`config.mk`:
```
export PLATFORM = sky130hd
export DESIGN_NAME = hamming_sector_ecc
export DESIGN_NICKNAME = d
export VERILOG_FILES = /design/src/rtl/hamming_sector_ecc.sv
export SDC_FILE = /design/constraint.sdc
export NUM_CORES = 1
export LEC_CHECK = 0
export CAP_MARGIN = 15
export CORE_MARGIN = 1.5
export CORE_UTILIZATION = 37
export DETAILED_ROUTE_END_ITERATION = 12
export PLACE_DENSITY = 0.65
export SLEW_MARGIN = 20
export SYNTH_ARGS = -nofsm -noshare
export SYNTH_HDL_FRONTEND = slang
export SYNTH_SLANG_ARGS = --single-unit
```
`constraint.sdc`:
```
create_clock -name clk -period 1.5 [get_ports clk]
set_clock_uncertainty 0.05 [all_clocks]
set_input_delay 0.3 -clock clk [delete_from_list [all_inputs] [get_ports clk]]
set_output_delay 0.3 -clock clk [all_outputs]
set_load 0.1 [all_outputs]
```
`src/rtl/hamming_sector_ecc.sv`:
```
module hamming_sector_ecc #(
  parameter int SECTOR_BYTES = 512,
  localparam int AW = $clog2(SECTOR_BYTES),
  localparam int NP = AW + 3,
  localparam int CW = 2 * NP
) (
  input  logic          clk,
  input  logic          rst_n,
  input  logic          en,
  input  logic          in_valid,
  input  logic [7:0]    in_data,
  input  logic          in_last,
  output logic [CW-1:0] code_out,
  output logic          code_ready,
  input  logic          syn_valid,
  input  logic [CW-1:0] syn_in,
  output logic          res_valid,
  output logic [1:0]    res_kind,
  output logic [AW-1:0] res_byte,
  output logic [2:0]    res_bit
);

  function automatic logic [7:0] colmask(input int k);
    for (int i = 0; i < 8; i++) colmask[i] = i[k];
  endfunction

  logic [CW-1:0] acc, flip;
  logic [AW-1:0] cnt;
  logic          ready, take, bpar;
  logic [NP-1:0] pdiff, podd;
  logic [1:0]    kind_n;

  assign take = en & in_valid & ~ready;
  assign bpar = ^in_data;

  for (genvar k = 0; k < 3; k++) begin : g_col
    localparam logic [7:0] M = colmask(k);
    assign flip[2*k+1] = ^(in_data & M);
    assign flip[2*k]   = ^(in_data & ~M);
  end

  for (genvar j = 0; j < AW; j++) begin : g_row
    assign flip[2*(j+3)+1] = bpar & cnt[j];
    assign flip[2*(j+3)]   = bpar & ~cnt[j];
  end

  always_ff @(posedge clk or negedge rst_n) begin
    if (!rst_n) begin
      acc <= '0;
      cnt <= '0;
      ready <= 1'b0;
    end else if (!en) begin
      acc <= '0;
      cnt <= '0;
      ready <= 1'b0;
    end else if (take) begin
      acc <= acc ^ flip;
      cnt <= cnt + 1'b1;
      if (in_last) ready <= 1'b1;
    end
  end

  assign code_out   = acc;
  assign code_ready = ready;

  for (genvar p = 0; p < NP; p++) begin : g_pair
    assign pdiff[p] = syn_in[2*p+1] ^ syn_in[2*p];
    assign podd[p]  = syn_in[2*p+1];
  end

  always_comb begin
    kind_n = 2'd3;
    if (syn_in == '0)                 kind_n = 2'd0;
    else if ($countones(syn_in) == 1) kind_n = 2'd2;
    else if (&pdiff)                  kind_n = 2'd1;
  end

  always_ff @(posedge clk or negedge rst_n) begin
    if (!rst_n) begin
      res_valid <= 1'b0;
      res_kind  <= 2'd0;
      res_byte  <= '0;
      res_bit   <= '0;
    end else begin
      res_valid <= syn_valid;
      if (syn_valid) begin
        res_kind <= kind_n;
        res_byte <= (kind_n == 2'd1) ? podd[NP-1:3] : '0;
        res_bit  <= (kind_n == 2'd1) ? podd[2:0] : '0;
      end
    end
  end

endmodule

```
==> impl_metrics.ini, run 1 <==
[clocking]
path_clk_slew_ns = 0.09
clock_path_buffers = 2
cts_inserted_buffers = 5
tritoncts = done
cts.sinks = 49
htree_levels = 2
root_buffer = clkbuf_8
clk_latency_ns = 0.31

[setup_path]
r2r_end = code_out[19]
path_common_cell = fa_1
reg2reg_setup_slack_ns = -0.09
cp_top_family = adder cells
required_ns = 1.65
crit_fanout = 6
end_kind = register
reg2reg_depth = 6
cp-endpoint = res_byte[2]
arrival_ns = 4.93
cp.depth = 17
cp_num_buf_inv = 6
worst_r2r_startpoint = code_ready
cp_slowest_cell = fa_1
cp-startpoint = syn_in[13]
critPathMaxStageDelay_ns = 0.55
start_kind = input port
path_class = in2reg
path_cells = buf_6 -> fa_1 -> inv_2 -> fa_1 -> inv_2 -> fa_1 -> fa_1 -> inv_1 -> fa_1 -> inv_1 -> ha_2 -> fa_1 -> or4b_4 -> a2111oi_4 -> buf_4 -> nor3_4 -> a22o_1

[timing]
setup_viol = 28
setup_tns_ns = -46.08
finalCritPeriodShare_pct = 318.4
hold_viol_final = 0
slew_headroom_pct = 45.37
final_max_slew_viol_count = 0
fmax_ghz = 0.2094
fin_crit_ns = 4.776
setup_slack_ns = -3.276
rsz0062_at_grt = yes
holdWs_ns = 0.1657
tightest_slew_ns = 0.8125

[yosys]
synth-seq-cells = 49
synth_cell_type_count = 32
yosysWarnings = 0
syn_nets = 378
yosysMostFrequentCell = dfrtp_1
synth_flop_cell = dfrtp_1
ys_top_cells_by_count = 49 x dfrtp_1, 48 x inv_1, 21 x xnor2_1, 19 x ha_1
synth_edf_count = 0
synth_seq_area_share_pct = 39.26
synthArstFlopShare_pct = 100.0
synth_area_leaders = dfrtp_1 39%, fa_1 11%, ha_1 7.6%, xnor2_1 5.9%, inv_1 5.8%
synth_area_per_cell_um2 = 10.27
synth.cell_area_um2 = 3123
syn_inst = 304
synth_top_area_share_pct = 39.26
synth_top_cell_by_area = dfrtp_1

[power_and_ir_drop]
ir_drop_uv = 760.6
power_density_nw_per_um2 = 1104
p_leak_nw = 2.604

[route]
drt_first_pass_iters = 4
drt_iter0_markers = 100
routedWlPerCell_um = 16.20
drt_wl_total_mm = 9.037
antenna_left = 0
via_per_inst = 5.104
drc_errors = 0
dr_total_vias = 2848

[global_routing]
antenna_found_initial = 0
grt_pass1_vias = 3044
grt_pass1_wl_mm = 14.58
grtUsageTotal_pct = 21.05
grt-ovfl-total = 0
grt_start_max_net_pins = 39

[cells_and_area]
diodes = 0
area_growth_pct = 77.96
drive_gt1_share_pct = 43.49
seq_area_um2 = 1237
fill_cells = 603
multi_input_area_um2 = 2096
fin_nets = 526

[die]
core_area_um2 = 8175
start_util_pct = 38.20
die_w_um = 94.87
die-area_um2 = 9000
fp.dieH_um = 94.87
rows = 33
boundaryPins = 78

[run_status]
outcome = finished with violations
violations = negative setup slack

[run]
drv_cap = 0

[placed_design]
place.gp.congestion = 0.8156
hpwl_mm = 6.192
io_buffers = 77

[hold_path]
hp-class = in2reg
[how the worst min path moves through the flow]
stage,start,to,cells after the start
finish,syn_in[7],res_byte[0],2
detailed placement,rst_n,code_out[17],1
CTS,syn_in[21],res_byte[7],3
floorplan,rst_n,cnt[0],0
global placement,rst_n,code_out[17],1
global route,syn_in[7],res_byte[0],2
[layout by cell type, fill, tap and decap left out, types with 6 or more instances in the layout]
master / Yosys / final
xnor2_4: 0 / 8
buf_6: 0 / 17
nand2_1: 17 / 10
dfrtp_2: 0 / 6
a22o_1: 12 / 12
or3_1: 16 / 15
buf_4: 0 / 57
buf_12: 0 / 44
inv_2: 0 / 6
o21ai_0: 15 / 12
nand4_1: 6 / 6
a21boi_1: 5 / 17
clkdlybuf4s50_1: 0 / 15
inv_1: 48 / 41
xnor2_1: 21 / 12
dfrtp_1: 49 / 42
ha_1: 19 / 18
and2_1: 8 / 8
fa_1: 17 / 17
[state kept, by name (all words and copies together) (netlist names)]
name	flops
code_ready	1
res_bit	3
res_kind	2
cnt	9
code_out	24
res_byte	9
res_valid	1
[area by class of cell]
type                       instances  share of cell area, %
timing repair buffer             149                  32.64
multi-input combinational        199                  37.71
tap                              105                  2.364
clock buffer                       6                  1.306
clock inverter                     2                 0.2476
sequential                        49                  22.26
inverter                          48                  3.467
[where the power goes]
| part | switching (mW) | internal (mW) | total (mW) | leakage [nW] |
|---|---|---|---|---|
| Combinational | 2.00 | 1.79 | 3.78 | 1.90 |
| Sequential | 0.140 | 1.42 | 1.56 | 0.654 |
| Clock | 0.459 | 0.333 | 0.792 | 0.0456 |
[routing by layer]
metal / GRT usage [%] / wire length, um / share of wire (%)
met4: 5.224 / 213 / 2.4
met3: 3.704 / 385 / 4.3
met5: 0 / 0 / 0
met1: 26.43 / 3762 / 42
met2: 37.26 / 4677 / 52
[cell families (layout without fill, tap and decap cells)]
family                   after synthesis  count (layout)  share of synthesized area [%]
AO/OA/AOI/OAI                         61              61                          14.14
XOR/XNOR                              23              24                          6.451
adder cells (fa/ha/maj)               36              36                          18.51
buffers and inverters                 60             205                          7.251
flip-flops                            49              49                          39.26
multiplexers                           3               3                         0.9616
AND/OR/NAND/NOR                       72              75                          13.42
[worst register-to-register path, cell delays in order, from the launching register on]
cell,delay [ns]
dfrtp_4,0.52
nor2b_4,0.12
buf_6,0.12
buf_8,0.13
nand2_4,0.05
or3_1,0.36
a21boi_1,0.17
[per-stage QoR]
step / setup WS (ns) / utilization, % / instances / total power, mW / area, um2
after CTS: -3.305 / 66.51 / 554 / 6.227 / 5438
after global placement: -4.188 / 61.03 / 528 / 4.690 / 4990
final: -3.276 / 67.98 / 558 / 6.136 / 5558
after floorplan: -3.528 / - / 304 / 3.498 / 3346
after detailed placement: -4.307 / 61.03 / 528 / 4.814 / 4990
after global routing: -3.418 / 67.98 / 558 / 6.538 / 5558
[timing repair]
item | 4_1_cts | 5_1_grt
pin swaps | 46 | 48
resized for setup | 118 | 49
setup buffers | 11 | 7
hold buffers | 1 | 0
setup endpoints to repair | 40 | 36
endpoints found under the hold margin | 11 | 0
gates cloned | 6 | 1
Power figures use the tool's default switching activity.
==> run 2: changes to the inputs <==
REMOVE_ABC_BUFFERS = 1   (was unset)
==> run 2 against run 1 <==
The flow still finishes with violations (negative setup slack). Largest power group unchanged. First-iteration DRC count down 41%. Worst hold slack got worse by 0.0042 ns. Worst setup slack got worse by 0.099 ns. Critical path depth is 2 lower. Critical path type unchanged. Non-clock buffer count shrank 4. Global-route usage is 0.34 points lower. Via count fell by 2.6%. Highest routed layer unchanged.
==> impl_metrics.ini, run 2 (synthesis results as in run 1) <==
[global_routing]
grt_pass1_vias = 2940
grt-ovfl-total = 0
grtUsageTotal_pct = 20.71
antenna_found_initial = 0
grt_start_max_net_pins = 38
grt_pass1_wl_mm = 14.13

[route]
routedWlPerCell_um = 16.03
drc_errors = 0
drt_first_pass_iters = 4
dr_total_vias = 2775
via_per_inst = 5.036
drt_wl_total_mm = 8.831
drt_iter0_markers = 59
antenna_left = 0

[clocking]
clock_path_buffers = 2
clk_latency_ns = 0.30
cts_inserted_buffers = 5
tritoncts = done
root_buffer = clkbuf_8
path_clk_slew_ns = 0.08
cts.sinks = 49
htree_levels = 2

[die]
core_area_um2 = 8175
start_util_pct = 38.20
boundaryPins = 78
rows = 33
die-area_um2 = 9000
fp.dieH_um = 94.87
die_w_um = 94.87

[timing]
setup_tns_ns = -46.89
rsz0062_at_grt = yes
hold_viol_final = 0
final_max_slew_viol_count = 0
slew_headroom_pct = 53.09
setup_viol = 18
fin_crit_ns = 4.875
setup_slack_ns = -3.375
tightest_slew_ns = 0.6977
finalCritPeriodShare_pct = 325.0
fmax_ghz = 0.2051

[run_status]
violations = negative setup slack
outcome = finished with violations

[cells_and_area]
largest_reg_flops = 24
diodes = 0
final_area_um2 = 5380
drive_gt1_share_pct = 39.91
fin_nets = 519
layout_commonest_cell = buf_4
final_cell_mix = 58 x buf_4, 49 x dfrtp_1, 44 x buf_12, 42 x inv_1, 18 x ha_1
area_growth_pct = 72.28

[placed_design]
hpwl_mm = 6.169
place_area_um2 = 4835
io_buffers = 77
place.gp.congestion = 0.8471

[hold_path]
holdPathStages = 2
hp-class = in2reg
min-delay-start = syn_in[9]

[power_and_ir_drop]
ir_drop_uv = 1399
p_leak_nw = 2.520
finalPower_mw = 6.171
power_density_nw_per_um2 = 1147

[setup_path]
crit_fanout = 6
reg2reg_depth = 4
arrival_ns = 5.02
worst_r2r_startpoint = code_ready
path_class = in2reg
cp-startpoint = syn_in[1]
start_kind = input port
end_kind = register
required_ns = 1.64

[run]
drv_cap = 0
-- run 2: cell types whose count changed in the layout (fill, tap and decap cells not counted), moves of 5 or more --
cell and change:
dfrtp_1 +7, a21boi_1 -5, dfrtp_2 -6, buf_6 -7, nand2_1 +6
-- run 2: metrics by stage --
stage / instances / utilization [%] / worst slack, ns / hold WS (ns)
final: 551 / 65.81 / -3.375 / 0.1615
after global routing: 551 / 65.81 / -3.483 / 0.1516
after CTS: 547 / 64.00 / -3.499 / 0.1834
after detailed placement: 527 / 59.14 / -4.363 / 0.2207
after global placement: 527 / 59.08 / -4.179 / 0.2239
after floorplan: 292 / - / -3.592 / -0.04559
-- run 2: power by group --
group	switching [mW]	internal (mW)
registers	0.139	1.41
logic	2.01	1.77
clock network	0.426	0.417
-- run 2: path summary, 6_finish.rpt --
path	to	slack [ns]
worst max-delay path	res_byte[6]	-3.37
worst min-delay path	res_byte[1]	0.16
worst max register to register	code_out[12]	-0.02
worst min register to register	res_byte[7]	0.52
max in group asynchronous	code_out[5]	0.50
min in group asynchronous	cnt[7]	0.43
-- run 2: layout make-up --
class	count	area (um2)
multi-input combinational	196	1971
clock inverter	1	5.005
timing repair buffer	145	1770
inverter	48	180.2
clock buffer	7	96.34
fill	590	2795
tap	105	131.4
sequential	49	1226
-- run 2: timing repair --
action,in CTS,in global routing
endpoints found under the hold margin,15,0
resized for setup,127,41
buffers inserted,7,4
endpoints found under the setup margin,43,35
pin swaps,55,30
gates cloned,4,0
hold buffers,1,0
-- run 2: worst max-delay path: stages --
cell and delay (ns):
clkbuf_2 0.11, fa_2 0.61, fa_1 0.46, fa_1 0.50
fa_1 0.55, inv_2 0.04, fa_1 0.49, inv_2 0.05
ha_4 0.15, fa_1 0.49, or4b_4 0.55, a2111oi_4 0.22
buf_4 0.19, nor3_4 0.07, a22o_1 0.23
-- run 2: per-layer routing --
layer | part of all wire, % | global-route usage [%] | vias up
met4 | 2.6 | 8.831 | 0
li1 | - | - | 1312
met2 | 55 | 37.56 | 79
met3 | 3.9 | 3.784 | 19
met5 | 0 | 0 | -
met1 | 39 | 23.63 | 1365
